### config.mk
export PLATFORM = sky130hd
export DESIGN_NAME = hxb_top
export DESIGN_NICKNAME = d
export VERILOG_FILES = /design/src/rtl/hxb_pkg.sv /design/src/rtl/hxb_rr_lock.sv /design/src/rtl/hxb_top.sv
export SDC_FILE = /design/constraint.sdc
export NUM_CORES = 1
export LEC_CHECK = 0
export ABC_AREA = 0
export BUFFER_PORTS_ARGS = -buffer_cell sky130_fd_sc_hd__buf_2
export CAP_MARGIN = 10
export CORE_MARGIN = 2
export CORE_UTILIZATION = 53
export CTS_BUF_LIST = sky130_fd_sc_hd__clkbuf_16
export CTS_CLUSTER_SIZE = 14
export DETAILED_ROUTE_END_ITERATION = 16
export PLACE_DENSITY_LB_ADDON = 0.05
export SLEW_MARGIN = 40
export SYNTH_ARGS = -nofsm -noshare
export SYNTH_HDL_FRONTEND = slang
export SYNTH_SLANG_ARGS = --single-unit
### constraint.sdc
create_clock -name clk -period 4.3 [get_ports clk]
set_input_delay 0.43 -clock clk [delete_from_list [all_inputs] [get_ports clk]]
set_output_delay 0.43 -clock clk [all_outputs]
set_load 0.1 [all_outputs]
### src/rtl/hxb_pkg.sv
package hxb_pkg;
  function automatic int hxb_idx_w(input int n);
    return (n > 1) ? $clog2(n) : 1;
  endfunction
endpackage

### src/rtl/hxb_rr_lock.sv
module hxb_rr_lock #(
  parameter int N = 4
) (
  input  logic                              clk,
  input  logic                              rst,
  input  logic [N-1:0]                      req,
  input  logic [N-1:0]                      rel,
  output logic                              busy,
  output logic [hxb_pkg::hxb_idx_w(N)-1:0]  owner
);
  localparam int IW = hxb_pkg::hxb_idx_w(N);

  logic [IW-1:0] ptr;
  logic [IW-1:0] pick;
  logic          found;

  // first requester at or after the pointer, wrapping
  always_comb begin
    pick  = '0;
    found = 1'b0;
    for (int k = 0; k < N; k++) begin
      if (!found && req[(int'(ptr) + k) % N]) begin
        found = 1'b1;
        pick  = IW'((int'(ptr) + k) % N);
      end
    end
  end

  always_ff @(posedge clk) begin
    if (rst) begin
      busy  <= 1'b0;
      owner <= '0;
      ptr   <= '0;
    end else if (busy) begin
      if (rel[owner]) begin
        busy <= 1'b0;
        ptr  <= IW'((int'(owner) + 1) % N);
      end
    end else if (found) begin
      busy  <= 1'b1;
      owner <= pick;
    end
  end

  p_hold_r4: assert property (@(posedge clk) disable iff (rst)
    (busy && !rel[owner]) |=> (busy && $stable(owner)));
  p_free_r4: assert property (@(posedge clk) disable iff (rst)
    (busy && rel[owner]) |=> !busy);
  p_take_r2: assert property (@(posedge clk) disable iff (rst)
    (!busy && |req) |=> busy);
endmodule

### src/rtl/hxb_top.sv
module hxb_top #(
  parameter int NXM = 3,
  parameter int NXS = 2,
  parameter int NB  = 3,
  parameter int DW  = 8,
  parameter int TW  = 3,
  localparam int MW  = hxb_pkg::hxb_idx_w(NXM),
  localparam int BSW = hxb_pkg::hxb_idx_w(NB)
) (
  input  logic              clk,
  input  logic              rst,
  input  logic [NXM-1:0]    xm_req,
  input  logic [NXM*TW-1:0] xm_tgt,
  input  logic [NXM*DW-1:0] xm_wdata,
  input  logic [NXM-1:0]    xm_done,
  input  logic [NXM-1:0]    xm_err_clr,
  output logic [NXM-1:0]    xm_gnt,
  output logic [NXM-1:0]    xm_err,
  input  logic [NB-1:0]     bm_req,
  input  logic [NB*TW-1:0]  bm_tgt,
  input  logic [NB*DW-1:0]  bm_wdata,
  input  logic [NB-1:0]     bm_done,
  input  logic [NB-1:0]     bm_err_clr,
  output logic [NB-1:0]     bm_gnt,
  output logic [NB-1:0]     bm_err,
  output logic [NXS-1:0]    xs_valid,
  output logic [NXS*MW-1:0] xs_src,
  output logic [NXS*DW-1:0] xs_data,
  output logic              bus_valid,
  output logic [BSW-1:0]    bus_sel,
  output logic [DW-1:0]     bus_data
);
  localparam int NT  = NXS + NB;
  localparam int DSW = hxb_pkg::hxb_idx_w(NXS + 1);
  localparam int BRW = hxb_pkg::hxb_idx_w(NB + 1);

  // target decode
  logic [NXM-1:0] xm_ok;
  logic [DSW-1:0] xm_dest [NXM];
  logic [NB-1:0]  bm_ok;

  always_comb begin
    for (int m = 0; m < NXM; m++) begin
      xm_ok[m]   = int'(xm_tgt[m*TW +: TW]) < NT;
      xm_dest[m] = (int'(xm_tgt[m*TW +: TW]) < NXS) ? DSW'(int'(xm_tgt[m*TW +: TW]))
                                                     : DSW'(NXS);
    end
    for (int i = 0; i < NB; i++) begin
      bm_ok[i] = (int'(bm_tgt[i*TW +: TW]) >= NXS) && (int'(bm_tgt[i*TW +: TW]) < NT);
    end
  end

  // one lock per crossbar output, index NXS is the bridge
  logic [NXS:0]   xb_busy;
  logic [MW-1:0]  xb_owner [NXS+1];

  for (genvar d = 0; d <= NXS; d++) begin : g_out
    logic [NXM-1:0] dreq;
    always_comb begin
      for (int m = 0; m < NXM; m++)
        dreq[m] = xm_req[m] && xm_ok[m] && (xm_dest[m] == DSW'(d));
    end
    hxb_rr_lock #(.N(NXM)) u_lock (
      .clk   (clk),
      .rst   (rst),
      .req   (dreq),
      .rel   (xm_done),
      .busy  (xb_busy[d]),
      .owner (xb_owner[d])
    );
  end

  // bus lock: bus masters plus the bridge at index NB
  logic            bus_busy;
  logic [BRW-1:0]  bus_owner;
  logic            bridge_rel;
  logic            bridge_on_bus;

  assign bridge_rel    = xb_busy[NXS] && xm_done[xb_owner[NXS]];
  assign bridge_on_bus = bus_busy && (bus_owner == BRW'(NB));

  hxb_rr_lock #(.N(NB + 1)) u_bus_lock (
    .clk   (clk),
    .rst   (rst),
    .req   ({xb_busy[NXS], bm_req & bm_ok}),
    .rel   ({bridge_rel, bm_done}),
    .busy  (bus_busy),
    .owner (bus_owner)
  );

  // grants and data paths
  always_comb begin
    for (int m = 0; m < NXM; m++) begin
      xm_gnt[m] = xb_busy[NXS] && (xb_owner[NXS] == MW'(m)) && bridge_on_bus;
      for (int d = 0; d < NXS; d++)
        if (xb_busy[d] && (xb_owner[d] == MW'(m))) xm_gnt[m] = 1'b1;
    end
    for (int i = 0; i < NB; i++)
      bm_gnt[i] = bus_busy && (bus_owner == BRW'(i));
    for (int d = 0; d < NXS; d++) begin
      xs_valid[d]          = xb_busy[d];
      xs_src[d*MW +: MW]   = xb_owner[d];
      xs_data[d*DW +: DW]  = xm_wdata[int'(xb_owner[d])*DW +: DW];
    end
    bus_valid = bus_busy;
    bus_sel   = '0;
    bus_data  = '0;
    if (bridge_on_bus) begin
      bus_sel  = BSW'(int'(xm_tgt[int'(xb_owner[NXS])*TW +: TW]) - NXS);
      bus_data = xm_wdata[int'(xb_owner[NXS])*DW +: DW];
    end else if (bus_busy) begin
      bus_sel  = BSW'(int'(bm_tgt[int'(bus_owner)*TW +: TW]) - NXS);
      bus_data = bm_wdata[int'(bus_owner)*DW +: DW];
    end
  end

  // sticky target errors
  always_ff @(posedge clk) begin
    if (rst) begin
      xm_err <= '0;
      bm_err <= '0;
    end else begin
      xm_err <= (xm_err & ~xm_err_clr) | (xm_req & ~xm_ok);
      bm_err <= (bm_err & ~bm_err_clr) | (bm_req & ~bm_ok);
    end
  end

  p_bridge_bus_r7: assert property (@(posedge clk) disable iff (rst)
    bridge_on_bus |-> xb_busy[NXS]);

  for (genvar m = 0; m < NXM; m++) begin : g_chk
    p_bad_nogrant_r9: assert property (@(posedge clk) disable iff (rst)
      (xm_req[m] && !xm_ok[m] && !xm_gnt[m]) |=> !xm_gnt[m]);
    p_err_set_r9: assert property (@(posedge clk) disable iff (rst)
      (xm_req[m] && !xm_ok[m]) |=> xm_err[m]);
  end
endmodule

Yosys cells after proc, flatten, opt, wreduce, memory -nomap -nowiden
Cells that the tools add are included.
- register bits: 26
- bits of input ports: 86
- output and inout bits: 45
- word-level logic and storage cells: 276
- add/subtract/negate cells: 15
- multipliers: 2
- div/mod/pow operators: 12
- order comparisons: 29
- eq/ne operators: 15
- shift operators: 6
- multiplexer cells: 97
- bitwise gates (word level): 18
- reduce and logical (&&, ||, !) cells: 68
- operator list (cell ; number):
    32-bit by 4-bit less-than comparator with 1-bit output (second input constant) ; 9
    32-bit by 3-bit remainder unit with 32-bit output (second input constant) ; 9
    3-bit by 3-bit remainder unit with 32-bit output (second input constant) ; 3
    24-bit by 6-bit indexed part select with 8-bit output ; 4
    1-bit two-way mux ; 60
    1-bit logical AND ; 41
    2-bit two-way mux ; 18
    1-bit binary-select mux with 2-bit select ; 17
    2-bit by 1-bit adder with 3-bit output (second input constant) ; 6
    3-bit less-than comparator (second input constant) ; 6
    9-bit by 5-bit indexed part select with 2-bit output ; 2
    2-bit == test (second input constant) ; 8
    8-bit two-way mux ; 2
    2-bit AND reduction ; 8
    3-bit bitwise AND ; 5
    2-bit by 3-bit less-than comparator with 1-bit output (second input constant) ; 5
    2-bit by 1-bit == test with 1-bit output (second input constant) ; 7
    2-bit logical NOT ; 7
    3-bit by 4-bit less-than comparator with 1-bit output (second input constant) ; 3
    3-bit NOT ; 4
    2-bit by 2-bit adder with 3-bit output (second input constant) ; 3
    3-bit by 2-bit >= comparator with 1-bit output (second input constant) ; 3
    1-bit logical NOT ; 9
    3-bit by 2-bit less-than comparator with 1-bit output (second input constant) ; 3
    8 further kinds ; 20

Logic depth before layout (Yosys ltp)
Gate-level depths: netlist of the first run.
- depth in word-level cells: 17
- mapped depth: 9

Modules after synthesis
From an unflattened synthesis of the first run, not the netlist that was laid out.
- cells, all modules: 411
- area total of the unflattened synthesis: 3233.1 µm²
- modules (own cells, without submodules) (module ; times used ; cells each ; area an instance (µm²) ; seq. area each (µm²)):
    hxb_top ; 1 ; 207 ; 1521.5 ; 120.1
    hxb_rr_lock at g_out[0].u_lock ... ; 3 ; 55 ; 459.2 ; 100.1
    hxb_rr_lock at u_bus_lock ; 1 ; 39 ; 334.1 ; 100.1

Least setup slack after synthesis of the first run
OpenSTA, ideal clock, no wires.
- kind: register to output
- start point: reg g_out[0].u_lock.owner[0] (netlist name)
- end point: out xs_data[0]
- data arrival time: 3620 ps
- required time: 3870 ps
- path slack: 250 ps
- stages on the path, launching flop included: 4
- cells stage by stage: dfxtp_1 buf_2 mux2i_1 o21ai_0
- word-level cells in the longest chain between the ends: 1
- RTL lines (element ; RTL line ; RTL):
    start: declaration ; hxb_rr_lock.sv:9 ; output logic [hxb_pkg::hxb_idx_w(N)-1:0] owner
    start signal: assignment ; hxb_rr_lock.sv:41 ; owner <= pick;
    24-bit by 6-bit indexed part select with 8-bit output ; hxb_top.sv:103 ; xs_data[d*DW +: DW] = xm_wdata[int'(xb_owner[d])*DW +: DW];
    end: declaration ; hxb_top.sv:28 ; output logic [NXS*DW-1:0] xs_data,
Every way passes these cells.

Worst setup path after layout of the first run
- start point: reg u_bus_lock.owner[0] (netlist name)
- end point: out xm_gnt[1]
- word-level cells in the longest chain between the ends: 5
- RTL lines (element ; RTL line ; RTL):
    start: declaration ; hxb_rr_lock.sv:9 ;
    start signal: assignment ; hxb_rr_lock.sv:41 ;
    2-bit == test ; hxb_top.sv:80 ; assign bridge_on_bus = bus_busy && (bus_owner == BRW'(NB));
    1-bit logical AND ; hxb_top.sv:80 ;
    1-bit logical AND ; hxb_top.sv:94 ; xm_gnt[m] = xb_busy[NXS] && (xb_owner[NXS] == MW'(m)) && bridge_on_bus;
    1-bit two-way mux (2 in a row) ; hxb_top.sv:96 ; if (xb_busy[d] && (xb_owner[d] == MW'(m))) xm_gnt[m] = 1'b1;
    end: declaration ; hxb_top.sv:17 ; output logic [NXM-1:0] xm_gnt,
Every way passes these cells.

==> results of run 1 <==
==> power by group <==
part           total (mW)  internal, mW  switching [mW]
Combinational       0.919         0.250           0.668
Sequential          0.359         0.271          0.0881
Clock               0.269         0.185          0.0839
Total                1.55         0.706           0.841
==> per-stage QoR <==
step	cells	cell area, um^2	setup WS, ps	utilization	power [mW]
after global placement	581	3760	1620	0.670	1.27
final	585	3860	1270	0.689	1.55
after detailed placement	581	3760	1530	0.670	1.28
after CTS	585	3860	1220	0.689	1.55
after global routing	585	3860	1060	0.689	1.62
after floorplan	402	3130	250	-	1.09
==> kinds of logic (layout without fill, tap and decap cells) <==
logic type / Yosys count / after routing
muxes: 46 / 46
DFF: 26 / 26
buffers and inverters: 48 / 159
adders and majority gates: 25 / 25
AOI/OAI and AO/OA: 123 / 123
and+or+nand+nor: 134 / 134
==> synth_stat cells (all sizes together) (2+ instances only) <==
master,n
nand2,44
mux2i,34
o21ai,29
dfxtp,26
ha,25
inv,25
a21oi,24
nor2,24
clkbuf,16
nor2b,14
o211ai,14
mux2,12
and3,11
a221o,10
a211oi,7
buf,7
nor3,6
nor3b,5
and2,4
nand2b,4
o211a,4
o221ai,4
a211o,3
a222oi,3
a22oi,3
and4bb,3
or4b,3
a21boi,2
a311oi,2
and2b,2
and3b,2
nand3,2
nand3b,2
nor4b,2
o2111ai,2
o21a,2
o21bai,2
o22ai,2
o31ai,2
or2,2
or4,2
==> registers in the layout, summed over array words and instances, names as in the netlist <==
name                flops
u_bus_lock.owner        2
u_bus_lock.ptr          2
bm_err                  3
xm_err                  3
g_out.u_lock.ptr        6
g_out.u_lock.owner      6
g_out.u_lock.busy       3
u_bus_lock.busy         1
==> final timing paths <==
| kind | cells past startpoint | slack, ps | endpoint |
|---|---|---|---|
| min reg2reg | 2 | 470 | xm_err[1]$_SDFF_PP0_ |
| max | 5 | 1270 | xm_gnt[1] |
| min | 3 | 420 | xm_err[0]$_SDFF_PP0_ |
| max reg2reg | 6 | 1900 | u_bus_lock.ptr[1]$_SDFFE_PP0P_ |
==> critical path, delay by kind of cell (launching register included) <==
kind            cells  cell delay, ps
fa+ha+maj           1             700
buf+inv             2             490
simple gates        1             320
compound gates      1             100
flops               1             720
==> layout make-up <==
cell class | count | area [um^2]
Clock inverter | 1 | 30.0
Tap cell | 72 | 90.1
Multi-Input combinational cell | 328 | 2400
Clock buffer | 3 | 75.1
Sequential cell | 26 | 520
Fill cell | 499 | 1740
Timing Repair Buffer | 130 | 651
Inverter | 25 | 93.8
==> layer usage <==
metal / vias up / routed length (um)
met2: 133 / 4700
met3: 7 / 656
met4: 0 / 68
met1: 1626 / 3920
li1: 1711 / -
met5: - / 0
==> results.json, run 1 <==
{
  "clock-sinks": 26,
  "cts-buffers-inserted": 3,
  "crit_path_end_kind": "output port",
  "num-nets-final": 625,
  "fin_setup_tns_ps": 0,
  "r2r-start": "g_out[2].u_lock.owner[1]$_SDFFE_PP0P_",
  "drt-pass1-iter-count": 4,
  "die_y_um": 80.8,
  "busiest_layer": "met2",
  "peakVddDrop_uv": 331,
  "synth-seq-cells": 26,
  "synth_area_leaders": "dfxtp_1 17%, mux2i_1 11%, ha_1 10%",
  "post-route-period-util": 0.704,
  "path_cells": "ha_1 -> and3_1 -> a222oi_1 -> inv_1 -> buf_2",
  "crit_fanout": 21,
  "clock_latency_ps": 260,
  "synthAdderAreaFrac": 0.100,
  "p_leak_nw": 1.73,
  "path_class": "reg -> out",
  "core_um2": 5610,
  "dp_hpwl_mm": 7.25,
  "synthXorXnorAreaFrac": 0,
  "synth_compound_area_frac": 0.280,
  "drc": 0,
  "use_met1": 0.350,
  "period_minus_slack_ps": 3030,
  "clk_pin_slew_ps": 70,
  "required_ps": 3870,
  "setup_viol": 0,
  "synthFlopType": "dfxtp_1",
  "synth.avg_cell_area_um2": 7.78,
  "worstMarginPinSlew_ps": 853,
  "dieWidth_um": 80.8,
  "cts_max_level": 1,
  "min_from": "xm_err_clr[0]",
  "yosys.area.top_type": "dfxtp_1",
  "grt_max_degree": 25,
  "crit_path_top_delay_cell": "dfxtp_1",
  "routabilityCongestion": 0.849,
  "max_freq_ghz": 0.331,
  "rsz0062_at_grt": "false",
  "drv_slew": 0,
  "grt_pass1_wl_mm": 14.7,
  "drv_cap": 0,
  "grt-ovfl-total": 0,
  "drt_iter0_drc": 209,
  "antenna_found_initial": 0,
  "wl_per_cell_um": 16.0,
  "syn_nets": 513,
  "synth_edf_count": 0,
  "io_pins": 131,
  "dieArea_um2": 6540,
  "finalHoldViolCount": 0,
  "synth_cell_types": 63,
  "postCtsSetupRepairBufs": 0,
  "wirelength_mm": 9.35,
  "hold_buffers": 0,
  "slew_headroom": 0.430,
  "row_count": 27,
  "ys_seq_area_frac": 0.166,
  "status": "finished clean",
  "cts_tree": "built",
  "cp-start-kind": "flip-flop",
  "synth_top_family_by_area": "compound AO/OA/AOI/OAI gates",
  "powerDensity_nw_per_um2": 400,
  "yosysWarnings": 0,
  "hold_path.class": "in -> reg",
  "initial_core_util": 0.558,
  "port_buffers": 130,
  "layout_commonest_cell": "buf_2",
  "root_buffer": "clkbuf_16",
  "postSynthCellCount": 402,
  "yosys-mux-area-fraction": 0.152,
  "cts_buffer_depth": 2,
  "grt_pass1_vias": 3172,
  "finClkSkew_ps": 3.77,
  "gr-usage-met2": 0.519,
  "mostFrequentLayoutCells": "130 x buf_2, 44 x nand2_1, 34 x mux2i_1",
  "synth_top_area_frac": 0.166,
  "met3_usage": 0.0233,
  "vias": 3477,
  "drive_above_1_share": 0.314,
  "area_growth_pct": 23.5,
  "critPathArrivalTime_ps": 2600,
  "critPathLaunch": "u_bus_lock.owner[0]$_SDFFE_PP0P_",
  "synth_area_um2": 3130,
  "via_per_inst": 5.94,
  "synthSimpleGateAreaFrac": 0.236,
  "grt_util_all_layers": 0.278,
  "ys_async_sr_fraction": 0,
  "cts_resized": 0,
  "hold_slack_ps": 421,
  "n_antenna_cell": 0,
  "final_antenna_net_count": 0,
  "worst_path_largest_cell_delay_ps": 720
}
Note: power is estimated with default switching activity, not from simulation.
==> run 2, diff against run 1 <==
--- a/config.mk
+++ b/config.mk
@@ -9,7 +9,7 @@
 export BUFFER_PORTS_ARGS = -buffer_cell sky130_fd_sc_hd__buf_2
 export CAP_MARGIN = 10
 export CORE_MARGIN = 2
-export CORE_UTILIZATION = 53
+export CORE_UTILIZATION = 49
 export CTS_BUF_LIST = sky130_fd_sc_hd__clkbuf_16
 export CTS_CLUSTER_SIZE = 14
 export DETAILED_ROUTE_END_ITERATION = 16
==> constraint.sdc (replaced) <==
create_clock -name clk -period 2.9 [get_ports clk]
set_input_delay 0.29 -clock clk [delete_from_list [all_inputs] [get_ports clk]]
set_output_delay 0.29 -clock clk [all_outputs]
set_load 0.1 [all_outputs]
==> results.json, run 2 (synthesis gave the netlist of run 1 again) <==
{
  "area_growth_pct": 27.4,
  "cts_max_level": 1,
  "cts_buffer_depth": 2,
  "clock_latency_ps": 260,
  "antenna_found_initial": 0,
  "drc": 0,
  "routabilityCongestion": 0.929,
  "fin_util": 0.635,
  "min_from": "xm_err_clr[0]",
  "cts-buffers-inserted": 3,
  "drv_slew": 0,
  "core_um2": 6280,
  "grt-ovfl-total": 0,
  "worstMarginPinSlew_ps": 775,
  "n_antenna_cell": 0,
  "dieArea_um2": 7040,
  "hold_path.class": "in -> reg",
  "via_per_inst": 5.70,
  "critPathArrivalTime_ps": 2380,
  "port_buffers": 130,
  "powerDensity_nw_per_um2": 588,
  "crit_path_end_kind": "output port",
  "status": "finished clean",
  "mostFrequentLayoutCells": "130 x buf_2, 44 x nand2_1, 34 x mux2i_1",
  "io_pins": 131,
  "grt_pass1_vias": 3186,
  "drive_above_1_share": 0.356,
  "fin_setup_tns_ps": 0,
  "worstReg2RegEnd": "g_out[2].u_lock.owner[0]$_SDFFE_PP0P_",
  "layout_commonest_cell": "buf_2",
  "wirelength_mm": 9.19,
  "wl_per_cell_um": 15.4,
  "hold_buffers": 0,
  "die_y_um": 83.9,
  "setup_viol": 0,
  "grt_util_all_layers": 0.256,
  "cts_tree": "built",
  "drt-pass1-iter-count": 4,
  "r2r_slack_ps": 830,
  "reg2reg_depth": 8,
  "vias": 3401,
  "p_leak_nw": 1.79,
  "dp_hpwl_mm": 7.42,
  "post-route-period-util": 0.920,
  "num-nets-final": 632,
  "hold_end": "xm_err[0]$_SDFF_PP0_",
  "crit_fanout": 14,
  "path_class": "reg -> out",
  "period_minus_slack_ps": 2670,
  "rsz0062_at_grt": "false",
  "postCtsSetupRepairBufs": 0,
  "row_count": 29,
  "drv_cap": 0,
  "slew_headroom": 0.482,
  "dieWidth_um": 83.9,
  "peakVddDrop_uv": 509,
  "root_buffer": "clkbuf_16",
  "clock-sinks": 26,
  "finClkSkew_ps": 4.90,
  "drt_iter0_drc": 216,
  "final_antenna_net_count": 0,
  "clk_pin_slew_ps": 70,
  "initial_core_util": 0.499,
  "cp-start-kind": "flip-flop",
  "cts_resized": 0,
  "max_freq_ghz": 0.375,
  "grt_max_degree": 25,
  "r2r-start": "g_out[2].u_lock.ptr[0]$_SDFFE_PP0P_",
  "holdPathStages": 3,
  "required_ps": 2610,
  "reg_top3": "g_out.u_lock.owner (6), g_out.u_lock.ptr (6)",
  "finalHoldViolCount": 0,
  "grt_pass1_wl_mm": 15.1
}
## run 2: cell count changes in the layout (fill, tap and decap cells not counted)
| cell | before | now |
|---|---|---|
| o21ai_0 | 27 | 11 |
| buf_4 | 0 | 7 |
| a21boi_2 | 0 | 1 |
| a21boi_0 | 1 | 0 |
| o21ai_2 | 1 | 17 |
## run 2: final cells by class
type,count,area (um^2)
sequential,26,520
clock inverter,1,30.0
timing repair buffer,137,703
fill,595,2290
clock buffer,3,75.1
multi-input combinational,328,2470
inverter,25,93.8
tap,77,96.3
## run 2: per-layer routing
metal | up-vias | global-route usage | part of all wire
met1 | 1540 | 0.331 | 0.44
li1 | 1730 | - | -
met2 | 125 | 0.461 | 0.49
met3 | 6 | 0.0317 | 0.062
met5 | - | 0 | 0
met4 | 0 | 0.0411 | 0.0076
## run 2: stage by stage
| step | setup WS [ps] | cells | hold WS, ps | power, mW | instance area [um^2] |
|---|---|---|---|---|---|
| after floorplan | 63.2 | 402 | 429 | 1.65 | 3190 |
| after global placement | 668 | 593 | 454 | 1.93 | 3880 |
| after detailed placement | 515 | 593 | 455 | 1.94 | 3880 |
| after CTS | 226 | 597 | 274 | 2.35 | 3990 |
| after global routing | 63.7 | 597 | 291 | 2.46 | 3990 |
| final | 231 | 597 | 278 | 2.34 | 3990 |
## run 2: worst max path at each step
stage             endpoint  cells after the start                                   from
4_1_cts        bus_data[3]                      5       u_bus_lock.owner[1]$_SDFFE_PP0P_
6_report       bus_data[2]                      5       u_bus_lock.owner[1]$_SDFFE_PP0P_
5_1_grt        bus_data[3]                      5       u_bus_lock.owner[1]$_SDFFE_PP0P_
3_3_place_gp   bus_data[3]                      5       u_bus_lock.owner[1]$_SDFFE_PP0P_
2_1_floorplan    xm_gnt[0]                      5  g_out[1].u_lock.owner[0]$_SDFFE_PP0P_
3_5_place_dp   bus_data[3]                      5       u_bus_lock.owner[1]$_SDFFE_PP0P_
## run 2: critical path: stages (launching register included)
cell and delay (ps):
dfxtp_1 420, inv_1 240, nor2_1 600, a221o_1 260
and3_1 160, buf_2 430
## run 2: report_power, final
part / switching [mW] / total, mW / internal (mW)
combinational: 1.08 / 1.48 / 0.402
clock: 0.129 / 0.404 / 0.275
sequential: 0.0587 / 0.460 / 0.401
total: 1.26 / 2.34 / 1.08
==> run 3, diff against run 2 <==
--- a/config.mk
+++ b/config.mk
@@ -6,13 +6,13 @@
 export NUM_CORES = 1
 export LEC_CHECK = 0
 export ABC_AREA = 0
-export BUFFER_PORTS_ARGS = -buffer_cell sky130_fd_sc_hd__buf_2
 export CAP_MARGIN = 10
 export CORE_MARGIN = 2
-export CORE_UTILIZATION = 49
+export CORE_UTILIZATION = 65
 export CTS_BUF_LIST = sky130_fd_sc_hd__clkbuf_16
 export CTS_CLUSTER_SIZE = 14
 export DETAILED_ROUTE_END_ITERATION = 16
+export DONT_BUFFER_PORTS = 1
 export PLACE_DENSITY_LB_ADDON = 0.05
 export SLEW_MARGIN = 40
 export SYNTH_ARGS = -nofsm -noshare
==> results.json, run 3 (synthesis gave the netlist of run 1 again) <==
{
  "core_um2": 4690,
  "grt_max_degree": 25,
  "via_per_inst": 6.66,
  "hold_buffers": 0,
  "postCtsSetupRepairBufs": 0,
  "p_leak_nw": 1.43,
  "required_ps": 2610,
  "drt_iter0_drc": 194,
  "powerDensity_nw_per_um2": 640,
  "post-route-period-util": 0.865,
  "cts_tree": "built",
  "p_seq_frac": 0.218,
  "period_minus_slack_ps": 2510,
  "crit_fanout": 14,
  "p_int_mw": 1.08,
  "drt-pass1-iter-count": 5,
  "fin_setup_tns_ps": 0,
  "port_buffers": 0,
  "crit_path_top_delay_cell": "nor2_1",
  "cts_resized": 0,
  "wirelength_mm": 8.81,
  "grt_util_all_layers": 0.319,
  "root_buffer": "clkbuf_16",
  "clock_latency_ps": 260,
  "io_pins": 131,
  "vias": 3191,
  "initial_core_util": 0.667,
  "area_growth_pct": 15.4,
  "cts_max_level": 1,
  "grt_pass1_wl_mm": 13.7,
  "cts_buffer_depth": 2,
  "finClkSkew_ps": 4.06,
  "status": "finished clean",
  "max_freq_ghz": 0.399,
  "n_antenna_cell": 0,
  "row_count": 25,
  "layout_commonest_cell": "nand2_1",
  "dp_hpwl_mm": 6.91,
  "peakVddDrop_uv": 313,
  "final_antenna_net_count": 0,
  "cts-buffers-inserted": 3,
  "layout_setup_ws_ps": 392,
  "drive_above_1_share": 0.238,
  "dieWidth_um": 73.4,
  "drc": 0,
  "wl_per_cell_um": 18.4,
  "power_frac_clock": 0.177,
  "p_sw_frac": 0.533,
  "critPathArrivalTime_ps": 2220,
  "power.switching_mw": 1.23,
  "mostFrequentLayoutCells": "44 x nand2_1, 40 x buf_4, 34 x mux2i_1",
  "routabilityCongestion": 0.897,
  "grt-ovfl-total": 0,
  "path_cells": "inv_1 -> nor2_1 -> a221o_1 -> and3_1 -> buf_4",
  "clk_pin_slew_ps": 70,
  "crit_path_end_kind": "output port",
  "worst_path_largest_cell_delay_ps": 550,
  "num-nets-final": 537,
  "cp-start-kind": "flip-flop",
  "drv_slew": 0,
  "combPwrFrac": 0.606,
  "post-place-ws_ps": 698,
  "grt_pass1_vias": 2917,
  "finalHoldViolCount": 0,
  "hold_path.class": "in -> reg",
  "slew_headroom": 0.577,
  "worstMarginPinSlew_ps": 634,
  "antenna_found_initial": 0,
  "setup_viol": 0,
  "dieArea_um2": 5390,
  "p_total_mw": 2.31,
  "reg_top3": "g_out.u_lock.owner (6), g_out.u_lock.ptr (6)",
  "clock-sinks": 26,
  "rsz0062_at_grt": "false",
  "drv_cap": 0,
  "die_y_um": 73.4,
  "path_class": "reg -> out"
}
## run 3: power by group through the flow
stage	clock [mW]	sequential (mW)	combinational, mW
floorplan	0	0.540	1.11
global placement	0	0.504	1.37
detailed placement	0	0.508	1.38
CTS	0.413	0.502	1.39
global route	0.425	0.512	1.48
finish	0.408	0.503	1.40
## run 3: path summary, 6_finish.rpt
check / startpoint / to / slack [ps] / cells past startpoint
max reg2reg: g_out[2].u_lock.ptr[0]$_SDFFE_PP0P_ / g_out[2].u_lock.owner[0]$_SDFFE_PP0P_ / 790 / 8
min: rst / xm_err[1]$_SDFF_PP0_ / 90 / 1
max: u_bus_lock.owner[1]$_SDFFE_PP0P_ / bus_data[5] / 390 / 5
min reg2reg: g_out[0].u_lock.ptr[0]$_SDFFE_PP0P_ / g_out[0].u_lock.ptr[0]$_SDFFE_PP0P_ / 480 / 2
## run 3: critical path: cells and delay by family (launching register included)
family,cells,cell delay [ps]
AO/OA/AOI/OAI,1,260
flip-flops,1,430
buffers and inverters,2,530
AND/OR/NAND/NOR,2,720
## run 3: cell type report
| type | count | area (um^2) |
|---|---|---|
| Clock buffer | 3 | 75.1 |
| Clock inverter | 1 | 30.0 |
| Timing Repair Buffer | 42 | 340 |
| Multi-Input combinational cell | 328 | 2470 |
| Sequential cell | 26 | 533 |
| Inverter | 25 | 93.8 |
| Tap cell | 54 | 67.6 |
| Fill cell | 360 | 1080 |
## run 3: layer usage
metal,up-vias,track usage,routed length [um]
met3,22,0.0658,636
met1,1489,0.392,3550
met5,-,0,0
met2,146,0.558,4400
li1,1534,-,-
met4,0,0.0990,214
## run 3: per-stage QoR
| stage | cells | hold WS (ps) | utilization | instance area [um^2] |
|---|---|---|---|---|
| finish | 479 | 86.7 | 0.769 | 3610 |
| global route | 479 | 76.3 | 0.769 | 3610 |
| detailed placement | 475 | 360 | 0.746 | 3500 |
| CTS | 479 | 79.3 | 0.769 | 3610 |
| floorplan | 402 | 429 | - | 3190 |
| global placement | 475 | 358 | 0.745 | 3490 |
